### config.mk
export PLATFORM = sky130hd
export DESIGN_NAME = uart_rx_errlatch
export DESIGN_NICKNAME = d
export VERILOG_FILES = /design/src/rtl/uart_rx_pkg.sv /design/src/rtl/uart_rx_baud.sv /design/src/rtl/uart_rx_frame.sv /design/src/rtl/uart_rx_regs.sv /design/src/rtl/uart_rx_errlatch.sv
export SDC_FILE = /design/constraint.sdc
export NUM_CORES = 1
export LEC_CHECK = 0
export CAP_MARGIN = 25
export CORE_ASPECT_RATIO = 0.8
export CORE_UTILIZATION = 30
export CTS_CLUSTER_DIAMETER = 80
export DETAILED_ROUTE_END_ITERATION = 16
export PLACE_DENSITY = 0.45
export SYNTH_ARGS = -nofsm -noshare
export SYNTH_HDL_FRONTEND = slang
export SYNTH_SLANG_ARGS = --single-unit
### constraint.sdc
create_clock -name clk -period 2.1 [get_ports clk]
set_input_delay 0.42 -clock clk [delete_from_list [all_inputs] [get_ports clk]]
set_output_delay 0.42 -clock clk [all_outputs]
set_load 0.02 [all_outputs]
### src/rtl/uart_rx_pkg.sv
package uart_rx_pkg;
  localparam int REG_W = 8;
  localparam int OVS   = 16;
  localparam int OVS_W = $clog2(OVS);

  localparam logic [1:0] A_CTRL = 2'd0;
  localparam logic [1:0] A_DIV  = 2'd1;
  localparam logic [1:0] A_STAT = 2'd2;
  localparam logic [1:0] A_DATA = 2'd3;

  typedef enum logic [2:0] {
    FS_IDLE,
    FS_START,
    FS_DATA,
    FS_PAR,
    FS_STOP
  } frame_st_t;
endpackage

### src/rtl/uart_rx_baud.sv
module uart_rx_baud #(
  parameter int DIV_W = 5
) (
  input  logic             clk,
  input  logic             rst_n,
  input  logic             en,
  input  logic [DIV_W-1:0] div,
  output logic             sub_tick
);
  logic [DIV_W-1:0] cnt_q, cnt_d, div_eff;
  logic             half_q, half_d, wrap;

  always_comb begin
    div_eff = (div == '0) ? DIV_W'(1) : div;
    wrap    = (cnt_q == div_eff - DIV_W'(1));
    cnt_d   = cnt_q;
    half_d  = half_q;
    if (!en) begin
      cnt_d  = '0;
      half_d = 1'b0;
    end else if (wrap) begin
      cnt_d  = '0;
      half_d = ~half_q;
    end else begin
      cnt_d  = cnt_q + DIV_W'(1);
    end
  end

  assign sub_tick = en & wrap & half_q;

  always_ff @(posedge clk or negedge rst_n) begin
    if (!rst_n) begin
      cnt_q  <= '0;
      half_q <= 1'b0;
    end else begin
      cnt_q  <= cnt_d;
      half_q <= half_d;
    end
  end
endmodule

### src/rtl/uart_rx_frame.sv
module uart_rx_frame
  import uart_rx_pkg::*;
#(
  parameter int DATA_W = 8
) (
  input  logic              clk,
  input  logic              rst_n,
  input  logic              en,
  input  logic              sub_tick,
  input  logic              rxd_s,
  input  logic [1:0]        par_mode,
  output logic              done,
  output logic [DATA_W-1:0] data,
  output logic              perr,
  output logic              ferr
);
  localparam int BIT_W = $clog2(DATA_W + 1);

  frame_st_t         st_q, st_d;
  logic [OVS_W-1:0]  cnt_q, cnt_d;
  logic [BIT_W-1:0]  bit_q, bit_d;
  logic [DATA_W-1:0] sh_q, sh_d;
  logic              par_q, par_d;
  logic              done_q, done_d, perr_q, perr_d, ferr_q, ferr_d;
  logic              mid;

  assign mid = sub_tick && (cnt_q == OVS_W'(OVS - 1));

  always_comb begin
    st_d   = st_q;
    cnt_d  = cnt_q;
    bit_d  = bit_q;
    sh_d   = sh_q;
    par_d  = par_q;
    done_d = 1'b0;
    perr_d = perr_q;
    ferr_d = ferr_q;
    if (sub_tick) cnt_d = cnt_q + OVS_W'(1);
    if (!en) begin
      st_d  = FS_IDLE;
      cnt_d = '0;
    end else begin
      case (st_q)
        FS_IDLE: begin
          cnt_d = '0;
          if (!rxd_s) st_d = FS_START;
        end
        FS_START: begin
          if (sub_tick && cnt_q == OVS_W'(OVS / 2 - 1)) begin
            cnt_d = '0;
            bit_d = '0;
            st_d  = rxd_s ? FS_IDLE : FS_DATA;
          end
        end
        FS_DATA: begin
          if (mid) begin
            sh_d  = {rxd_s, sh_q[DATA_W-1:1]};
            bit_d = bit_q + BIT_W'(1);
            if (bit_q == BIT_W'(DATA_W - 1))
              st_d = (par_mode == 2'b00) ? FS_STOP : FS_PAR;
          end
        end
        FS_PAR: begin
          if (mid) begin
            par_d = rxd_s;
            st_d  = FS_STOP;
          end
        end
        FS_STOP: begin
          if (mid) begin
            done_d = 1'b1;
            ferr_d = ~rxd_s;
            perr_d = par_mode[1] & (^sh_q ^ par_q ^ par_mode[0]);
            st_d   = FS_IDLE;
          end
        end
        default: st_d = FS_IDLE;
      endcase
    end
  end

  always_ff @(posedge clk or negedge rst_n) begin
    if (!rst_n) begin
      st_q   <= FS_IDLE;
      cnt_q  <= '0;
      bit_q  <= '0;
      sh_q   <= '0;
      par_q  <= 1'b0;
      done_q <= 1'b0;
      perr_q <= 1'b0;
      ferr_q <= 1'b0;
    end else begin
      st_q   <= st_d;
      cnt_q  <= cnt_d;
      bit_q  <= bit_d;
      sh_q   <= sh_d;
      par_q  <= par_d;
      done_q <= done_d;
      perr_q <= perr_d;
      ferr_q <= ferr_d;
    end
  end

  assign done = done_q;
  assign data = sh_q;
  assign perr = perr_q;
  assign ferr = ferr_q;
endmodule

### src/rtl/uart_rx_regs.sv
module uart_rx_regs
  import uart_rx_pkg::*;
#(
  parameter int DATA_W = 8,
  parameter int DIV_W  = 5
) (
  input  logic              clk,
  input  logic              rst_n,
  input  logic              wr_en,
  input  logic              rd_en,
  input  logic [1:0]        addr,
  input  logic [REG_W-1:0]  wr_data,
  input  logic              fr_done,
  input  logic [DATA_W-1:0] fr_data,
  input  logic              fr_perr,
  input  logic              fr_ferr,
  output logic [REG_W-1:0]  rd_data,
  output logic              rx_irq,
  output logic              err_irq,
  output logic              pwr,
  output logic              rxen,
  output logic [1:0]        par_mode,
  output logic [DIV_W-1:0]  div,
  output logic              full,
  output logic [2:0]        err,
  output logic [DATA_W-1:0] rbuf
);
  logic              pwr_q, pwr_d, rxen_q, rxen_d, two_q, two_d;
  logic [1:0]        pm_q, pm_d;
  logic [DIV_W-1:0]  div_q, div_d;
  logic [2:0]        err_q, err_d, err_base, err_set;
  logic              full_q, full_d, full_base;
  logic [DATA_W-1:0] buf_q, buf_d;
  logic              rxi_q, rxi_d, eri_q, eri_d;
  logic              wr_ctl, wr_div, rd_buf;

  always_comb begin
    wr_ctl    = wr_en && (addr == A_CTRL);
    wr_div    = wr_en && (addr == A_DIV);
    rd_buf    = rd_en && (addr == A_DATA);
    pwr_d     = wr_ctl ? wr_data[0] : pwr_q;
    rxen_d    = wr_ctl ? (wr_data[1] & wr_data[0] & pwr_q) : rxen_q;
    pm_d      = wr_ctl ? wr_data[3:2] : pm_q;
    two_d     = wr_ctl ? wr_data[4] : two_q;
    div_d     = (wr_div && !rxen_q) ? wr_data[DIV_W-1:0] : div_q;
    full_base = rd_buf ? 1'b0 : full_q;
    err_base  = rd_buf ? 3'b000 : err_q;
    err_set   = 3'b000;
    buf_d     = buf_q;
    full_d    = full_base;
    rxi_d     = 1'b0;
    if (fr_done) begin
      if (full_base) begin
        err_set[2] = 1'b1;
      end else begin
        buf_d      = fr_data;
        full_d     = 1'b1;
        err_set[0] = fr_perr;
        err_set[1] = fr_ferr;
        rxi_d      = ~fr_perr & ~fr_ferr;
      end
    end
    err_d = err_base | err_set;
    eri_d = |(err_set & ~err_base);
    if (!pwr_d) begin
      err_d  = 3'b000;
      full_d = 1'b0;
      rxi_d  = 1'b0;
      eri_d  = 1'b0;
    end
  end

  always_ff @(posedge clk or negedge rst_n) begin
    if (!rst_n) begin
      pwr_q  <= 1'b0;
      rxen_q <= 1'b0;
      pm_q   <= 2'b00;
      two_q  <= 1'b0;
      div_q  <= '0;
      err_q  <= 3'b000;
      full_q <= 1'b0;
      buf_q  <= '0;
      rxi_q  <= 1'b0;
      eri_q  <= 1'b0;
    end else begin
      pwr_q  <= pwr_d;
      rxen_q <= rxen_d;
      pm_q   <= pm_d;
      two_q  <= two_d;
      div_q  <= div_d;
      err_q  <= err_d;
      full_q <= full_d;
      buf_q  <= buf_d;
      rxi_q  <= rxi_d;
      eri_q  <= eri_d;
    end
  end

  always_comb begin
    case (addr)
      A_CTRL:  rd_data = REG_W'({two_q, pm_q, rxen_q, pwr_q});
      A_DIV:   rd_data = REG_W'(div_q);
      A_STAT:  rd_data = REG_W'({full_q, err_q});
      default: rd_data = REG_W'(buf_q);
    endcase
  end

  assign rx_irq   = rxi_q;
  assign err_irq  = eri_q;
  assign pwr      = pwr_q;
  assign rxen     = rxen_q;
  assign par_mode = pm_q;
  assign div      = div_q;
  assign full     = full_q;
  assign err      = err_q;
  assign rbuf     = buf_q;
endmodule

### src/rtl/uart_rx_errlatch.sv
module uart_rx_errlatch
  import uart_rx_pkg::*;
#(
  parameter int DATA_W = 8,
  parameter int DIV_W  = 5
) (
  input  logic       clk,
  input  logic       rst_n,
  input  logic       rxd,
  input  logic       wr_en,
  input  logic [1:0] addr,
  input  logic [7:0] wr_data,
  input  logic       rd_en,
  output logic [7:0] rd_data,
  output logic       rx_irq,
  output logic       err_irq
);
  logic [1:0]        rst_sync_q, rxd_sync_q;
  logic              srst_n;
  logic              ctl_pwr, ctl_rxen, sub_tick;
  logic [1:0]        ctl_pm;
  logic [DIV_W-1:0]  ctl_div;
  logic              fr_done, fr_perr, fr_ferr, st_full;
  logic [DATA_W-1:0] fr_data, rbuf;
  logic [2:0]        st_err;

  always_ff @(posedge clk or negedge rst_n) begin
    if (!rst_n) rst_sync_q <= 2'b00;
    else        rst_sync_q <= {rst_sync_q[0], 1'b1};
  end
  assign srst_n = rst_sync_q[1];

  always_ff @(posedge clk or negedge srst_n) begin
    if (!srst_n) rxd_sync_q <= 2'b11;
    else         rxd_sync_q <= {rxd_sync_q[0], rxd};
  end

  uart_rx_baud #(.DIV_W(DIV_W)) u_baud (
    .clk(clk), .rst_n(srst_n), .en(ctl_rxen), .div(ctl_div), .sub_tick(sub_tick)
  );

  uart_rx_frame #(.DATA_W(DATA_W)) u_frame (
    .clk(clk), .rst_n(srst_n), .en(ctl_rxen), .sub_tick(sub_tick),
    .rxd_s(rxd_sync_q[1]), .par_mode(ctl_pm), .done(fr_done), .data(fr_data),
    .perr(fr_perr), .ferr(fr_ferr)
  );

  uart_rx_regs #(.DATA_W(DATA_W), .DIV_W(DIV_W)) u_regs (
    .clk(clk), .rst_n(srst_n), .wr_en(wr_en), .rd_en(rd_en), .addr(addr),
    .wr_data(wr_data), .fr_done(fr_done), .fr_data(fr_data), .fr_perr(fr_perr),
    .fr_ferr(fr_ferr), .rd_data(rd_data), .rx_irq(rx_irq), .err_irq(err_irq),
    .pwr(ctl_pwr), .rxen(ctl_rxen), .par_mode(ctl_pm), .div(ctl_div),
    .full(st_full), .err(st_err), .rbuf(rbuf)
  );
endmodule

Word-level counts from Yosys, hierarchy flattened. Cells that the tools add are included.

Divide/modulo/power cells: 0. Add/sub/neg operators: 4. Muxes and demuxes: 39. $mul: 0. Bitwise operators: 16. Reduce and logical (&&, ||, !) cells: 20. Equality and inequality tests: 20. Order comparisons: 0. Shifts and indexed selects: 0.

Operators with widths (number): $mux W3 (11); $pmux W8 S3 (1); $mux W4 (5); $pmux W4 S2 (2); $mux W5 (3); $ne A3 B2 Y1 const B (5); $pmux W3 S5 (1); $mux W1 (14); $reduce_and A3 Y1 (3); $add A4 B1 Y4 const B (2); $eq A4 B3 Y1 const B (2); $reduce_xor A8 Y1 (1); $and A1 B1 Y1 (6); $eq A3 B2 Y1 const B (2); $logic_and A1 B1 Y1 (6); $ne A2 B1 Y1 const B (3); $reduce_and A6 Y1 (1); $add A5 B1 Y5 const B (1); $eq A5 B5 Y1 (1); $logic_not A5 Y1 (1); $not A1 Y1 (5); $sub A5 B1 Y5 const B (1); $eq A2 B2 Y1 const B (2); $eq A4 B4 Y1 const B (1); other kinds (16) (19).

Memory bits (read-only): 0. Register bits: 57. Output and inout port bits: 10. Latch bits: 0. Input port bits: 15. Word-level logic and storage cells: 121. Memories: 0. Memory bits (writable): 0.

Logic depth before layout (Yosys ltp).
Depth in word-level cells: 10. Gate-level depth with buffers: 11. Gate-level depth less buffers: 9.

Cells and area by module. From an unflattened synthesis, not the netlist that was laid out.

Cell total of the unflattened synthesis: 245. Area total of the unflattened synthesis: 2925.3 µm².

By module, submodules not included: uart_rx_frame (cells each 116, instances 1, seq. area each 575.6 µm², area each 1263.7 µm²); uart_rx_regs (cells each 81, instances 1, seq. area each 600.6 µm², area each 1131.1 µm²); uart_rx_baud (cells each 43, instances 1, seq. area each 150.1 µm², area each 424.2 µm²); uart_rx_errlatch (cells each 5, instances 1, seq. area each 102.6 µm², area each 106.4 µm²).

Worst setup path after synthesis. OpenSTA, ideal clock, no wires.

Path type: register -> register. Start point: reg u_regs.div_q[4] (netlist: u_regs.div[4]). End point: reg u_frame.sh_q[1] (netlist: u_frame.data[1]). Setup time: 0.125 ns. Setup slack: -0.572 ns. Data required time: 1.975 ns. Buffers on the path: 1. Arrival time: 2.547 ns. Clock period less this slack: 2.672 ns. Stages on the path, launching flop included: 10. Path through: dfrtp_1 -> nor4_4 -> nor2_1 -> ha_1 -> xnor2_1 -> o2bb2ai_1 -> a211o_1 -> buf_2 -> nor4_4 -> mux2_2.

Longest elaborated chain between the ends: 8.

RTL lines: start: declaration (RTL line uart_rx_regs.sv:30) `logic [DIV_W-1:0] div_q, div_d;`; start signal: assignment (RTL line uart_rx_regs.sv:90) `div_q <= div_d;`; $logic_not A5 Y1 (RTL line uart_rx_baud.sv:14) `div_eff = (div == '0) ? DIV_W'(1) : div;`; $mux W5 * (RTL line uart_rx_baud.sv:14); $sub A5 B1 Y5 * (RTL line uart_rx_baud.sv:15) `wrap = (cnt_q == div_eff - DIV_W'(1));`; $eq A5 B5 Y1 * (RTL line uart_rx_baud.sv:15); $and A1 B1 Y1 * (2 in series) (RTL line uart_rx_baud.sv:29) `assign sub_tick = en & wrap & half_q;`; $logic_and A1 B1 Y1 * (RTL line uart_rx_frame.sv:27) `assign mid = sub_tick && (cnt_q == OVS_W'(OVS - 1));`; $reduce_and A3 Y1 (no source line) *; end signal: assignment (RTL line uart_rx_frame.sv:87) `sh_q <= '0;`; end signal: assignment (RTL line uart_rx_frame.sv:96) `sh_q <= sh_d;`; end: declaration (RTL line uart_rx_frame.sv:22) `logic [DATA_W-1:0] sh_q, sh_d;`.

Mark *: on every way between the ends. The rest lies on a longest branch, timed or not. A chain may end at the register's enable or synchronous reset.

Worst setup path in the final report.
Start point: reg u_regs.div_q[4] (netlist: u_regs.div[4]). End point: reg u_frame.bit_q[2].

Longest elaborated chain between the ends: 9. Elaborated cells between the ends (all ways): 11. Those cells by class: add/sub: 1; eq/ne: 3; mux: 1; bitwise: 2; reduce/logical: 4.

RTL lines: $logic_not A5 Y1 (RTL line uart_rx_baud.sv:14); $mux W5 * (RTL line uart_rx_baud.sv:14); $sub A5 B1 Y5 * (RTL line uart_rx_baud.sv:15); $eq A5 B5 Y1 * (RTL line uart_rx_baud.sv:15); $and A1 B1 Y1 * (2 in series) (RTL line uart_rx_baud.sv:29); $logic_and A1 B1 Y1 (on tied branches) (RTL line uart_rx_frame.sv:27, uart_rx_frame.sv:49); $ne A2 B1 Y1 (no source line); $reduce_and A4 Y1 (no source line) *; end signal: assignment (RTL line uart_rx_frame.sv:95) `bit_q <= bit_d;`; end: declaration (RTL line uart_rx_frame.sv:21) `logic [BIT_W-1:0] bit_q, bit_d;`.

Marked as above.

==> run summary <==
Reg power frac: 35.6%
Adder-Cell Fraction of Synth Area: 1.74%
Clk sink count: 57
Worst reg2reg startpoint: u_regs.div[4]
Layout area overhead: 40.2%
Worst-path fanout max: 4
I/O Buffers: 21
Most numerous cell in the Yosys netlist: dfrtp_1
Slew headroom: 61.8%
Sw power: 0.000936 W
Hold WS: 0.201 ns
Die area: 10000 µm²
Post-DP Area: 3500 µm²
Chip width: 112 µm
# IOs: 25
Fin. Hold Viols: 0
HPWL after DPL: 4.80 mm
End of the critical path: u_frame.bit_q[2]
Syn_nets: 269
Ys Warns: 0
First-pass GRT wire length: 11.5 mm
Clock transition at path regs: 0.05 ns
Worst R2R Setup Slack: -0.48 ns
Post-synth cell types: 53
Worst endpoint required time: 2.31 ns
Leak: 1.78 nW
PnR worst setup slack: -0.475 ns
Total clock buffers created by CTS: 9
Clk root buf: clkbuf_16
Cell accounting for the most synthesized area: dfrtp_1
Kind of critical path: reg2reg
Number of flops mapped to enable cells by yosys: 0
Number of synthesized register bits: 57
Yosys top cell area share: 47.8%
Design area: 4040 µm²
Critical Path Source: u_regs.div[4]
Final setup viols: 29
Setup tns final: -10.86 ns
CTS max path bufs: 2
Post-synth ARST share: 100%
Final core utilization: 43.9%
Worst VDD drop: 0.410 mV
Net Sw Frac: 27.3%
Synth Cell Area: 2880 µm²
RD Place Congestion: 0.756
Dominant cells by area after synthesis: dfrtp_1, mux2_2, xnor2_1
Core Rows: 31
Largest family of logic cells by synthesized area: simple AND/OR/NAND/NOR gates
DR DRC count: 2
Initial antenna violation count: 0
Remaining Overflow, GRT: 0
Mux share of post-synthesis cell area: 15.4%
Clock latency on the worst-skew pair: 0.33 ns
Share of cells above drive strength 1: 38.1%
Syn_area_per_cell: 11.5 µm²
Peak Freq: 0.388 GHz
Hold/Removal Path Class: reg2async
Clk_skew: 0.00422 ns
Synth Area in Compound Gates: 7.52%
Hold Buf Count CTS: 0
Initial core utilization: 31.3%
Wirelength, routed: 6.78 mm
Initial DRC Count: 75
Pwr/cell area: 848 nW/µm²
Post-synth top cells: dfrtp_1, mux2_2, nor2_1
DR WL/cell: 15.6 µm
Sequential fraction of the synthesis area: 49.6%
Worst EP arrival: 2.78 ns
Vias/cell: 4.86
Final clock period utilization by the worst path: 123%
Chip height: 89.6 µm
Crit path capture type: flop
Simple-gate area share of the yosys netlist: 16.6%
Setup repair after global routing missed its margin: true
Tot Pwr: 0.00343 W
Worst setup SP type: flop
Post-DRT Antenna Nets: 0
Worst slew pin tran: 0.570 ns
Share of total power in the clock network: 42.1%
Internal power: 0.00249 W
R2R Path End: u_frame.bit_q[2]
XOR/XNOR share of the synthesized area: 6.34%
Max H-tree Level: 3
Register-to-Register Path Depth: 8
Fin. max-slew vios: 0
Number of global-route vias before repair: 2162
Failing checks: DRC, setup timing
Outcome: complete, but fails checks
Via count: 2112
Net count, final: 334
Maxcap violations: 0
Ys flop type: dfrtp_1
Total Routing Usage GR: 15.5%
Gate power share: 22.3%
ANT cells: 0
Core Area: 9190 µm²
CTS tree: done
Min Tclk post-route: 2.58 ns
Pin count of the biggest net entering global routing: 40
Drt pass-1 iters: 10
Cells after synthesis: 250
worst min-delay path by stage:
stage	endpoint	cells past startpoint	start
3_3_place_gp	u_regs.rbuf[6]	0	rst_sync_q[1]
4_1_cts	u_regs.rbuf[6]	0	rst_sync_q[1]
3_5_place_dp	u_regs.rbuf[6]	0	rst_sync_q[1]
5_1_grt	rst_sync_q[0]	1	rst_n
2_1_floorplan	rst_sync_q[0]	0	rst_n
6_report	u_regs.rbuf[6]	0	rst_sync_q[1]
layout by cell type (no fill, tap or decap), types with 3 or more instances in the layout:
cell type and n:
nand4_1 3, clkbuf_16 9, nand3_1 6, xnor2_1 14, inv_1 7, a21oi_1 5, buf_6 13, mux2i_1 5
mux4_2 4, buf_4 31, ha_1 3, xor2_1 4, nor2_1 22, mux2_2 24, nor3_1 3, a211o_1 3
nand2_1 11, nor4_4 3, dfrtp_1 54, clkdlybuf4s50_1 11, and3_1 7, nor3_4 4, mux2_4 3, clkinv_2 4
o21ai_0 5, dlygate4sd2_1 5
cell families (layout without fill, tap and decap cells):
logic type	count (synthesis)	count (layout)
AOI/OAI and AO/OA	30	30
xor gates and xnor gates	20	20
adders and majority gates	4	4
buffers and inverters	19	89
DFF	57	57
muxes	36	36
other	1	1
and+or+nand+nor	83	83
registers in the layout, summed over array words and instances, names as in the netlist:
signal and cells:
rst_sync_q 2, rxd_sync_q 2, u_baud.cnt_q 5, u_baud.half_q 1
u_frame.bit_q 4, u_frame.cnt_q 4, u_frame.data 8, u_frame.done 1
u_frame.ferr 1, u_frame.par_q 1, u_frame.perr 1, u_frame.st_q 3
u_regs.div 5, u_regs.err 3, u_regs.err_irq 1, u_regs.full 1
u_regs.par_mode 2, u_regs.pwr 1, u_regs.rbuf 8, u_regs.rx_irq 1
u_regs.rxen 1, u_regs.two_q 1
per-stage QoR:
| stage | std cells | setup WS (ns) |
|---|---|---|
| 2_1_floorplan | 250 | -0.461 |
| 3_3_place_gp | 407 | -0.515 |
| 3_5_place_dp | 407 | -0.529 |
| 4_1_cts | 430 | -0.546 |
| 5_1_grt | 435 | -0.582 |
| 6_report | 435 | -0.475 |
worst max-delay path: stages, from the launching register on:
cell	delay (ns)
dfrtp_1	0.40
nor4_4	0.31
nor2_2	0.09
ha_4	0.30
xor2_4	0.17
nand4_1	0.13
or4_1	0.48
o31a_1	0.31
a211o_1	0.26
per-layer routing:
metal / wire length, µm / track usage (%) / part of all wire (%) / vias to the layer above
li1: - / - / - / 1034
met1: 3550 / 21.7 / 52 / 1043
met2: 2910 / 22.4 / 43 / 26
met3: 234 / 4.63 / 3.5 / 9
met4: 84 / 6.27 / 1.2 / 0
met5: 0 / 0 / 0 / -
power groups by stage:
| stage | sequential, W | clock [W] | combinational [W] |
|---|---|---|---|
| after floorplan | 0.00124 | 0 | 0.000343 |
| after global placement | 0.00124 | 0 | 0.000601 |
| after detailed placement | 0.00124 | 0 | 0.000603 |
| after CTS | 0.00122 | 0.00149 | 0.000689 |
| after global routing | 0.00123 | 0.00154 | 0.000830 |
| final | 0.00122 | 0.00144 | 0.000765 |
final cells by class:
type / count / area [µm²]
Multi-Input combinational cell: 174 / 1540
Clock inverter: 6 / 57.6
Fill cell: 866 / 5150
Tap cell: 115 / 144
Clock buffer: 10 / 239
Sequential cell: 57 / 1430
Inverter: 7 / 26.3
Timing Repair Buffer: 66 / 603
timing repair:
item                                    in CTS  in global routing
endpoints found under the hold margin        0                  0
setup buffers                                7                  5
pin swaps                                   13                 11
resized for setup                           46                 11
endpoints found under the setup margin      37                 31
(Power assumes the default switching activity.)
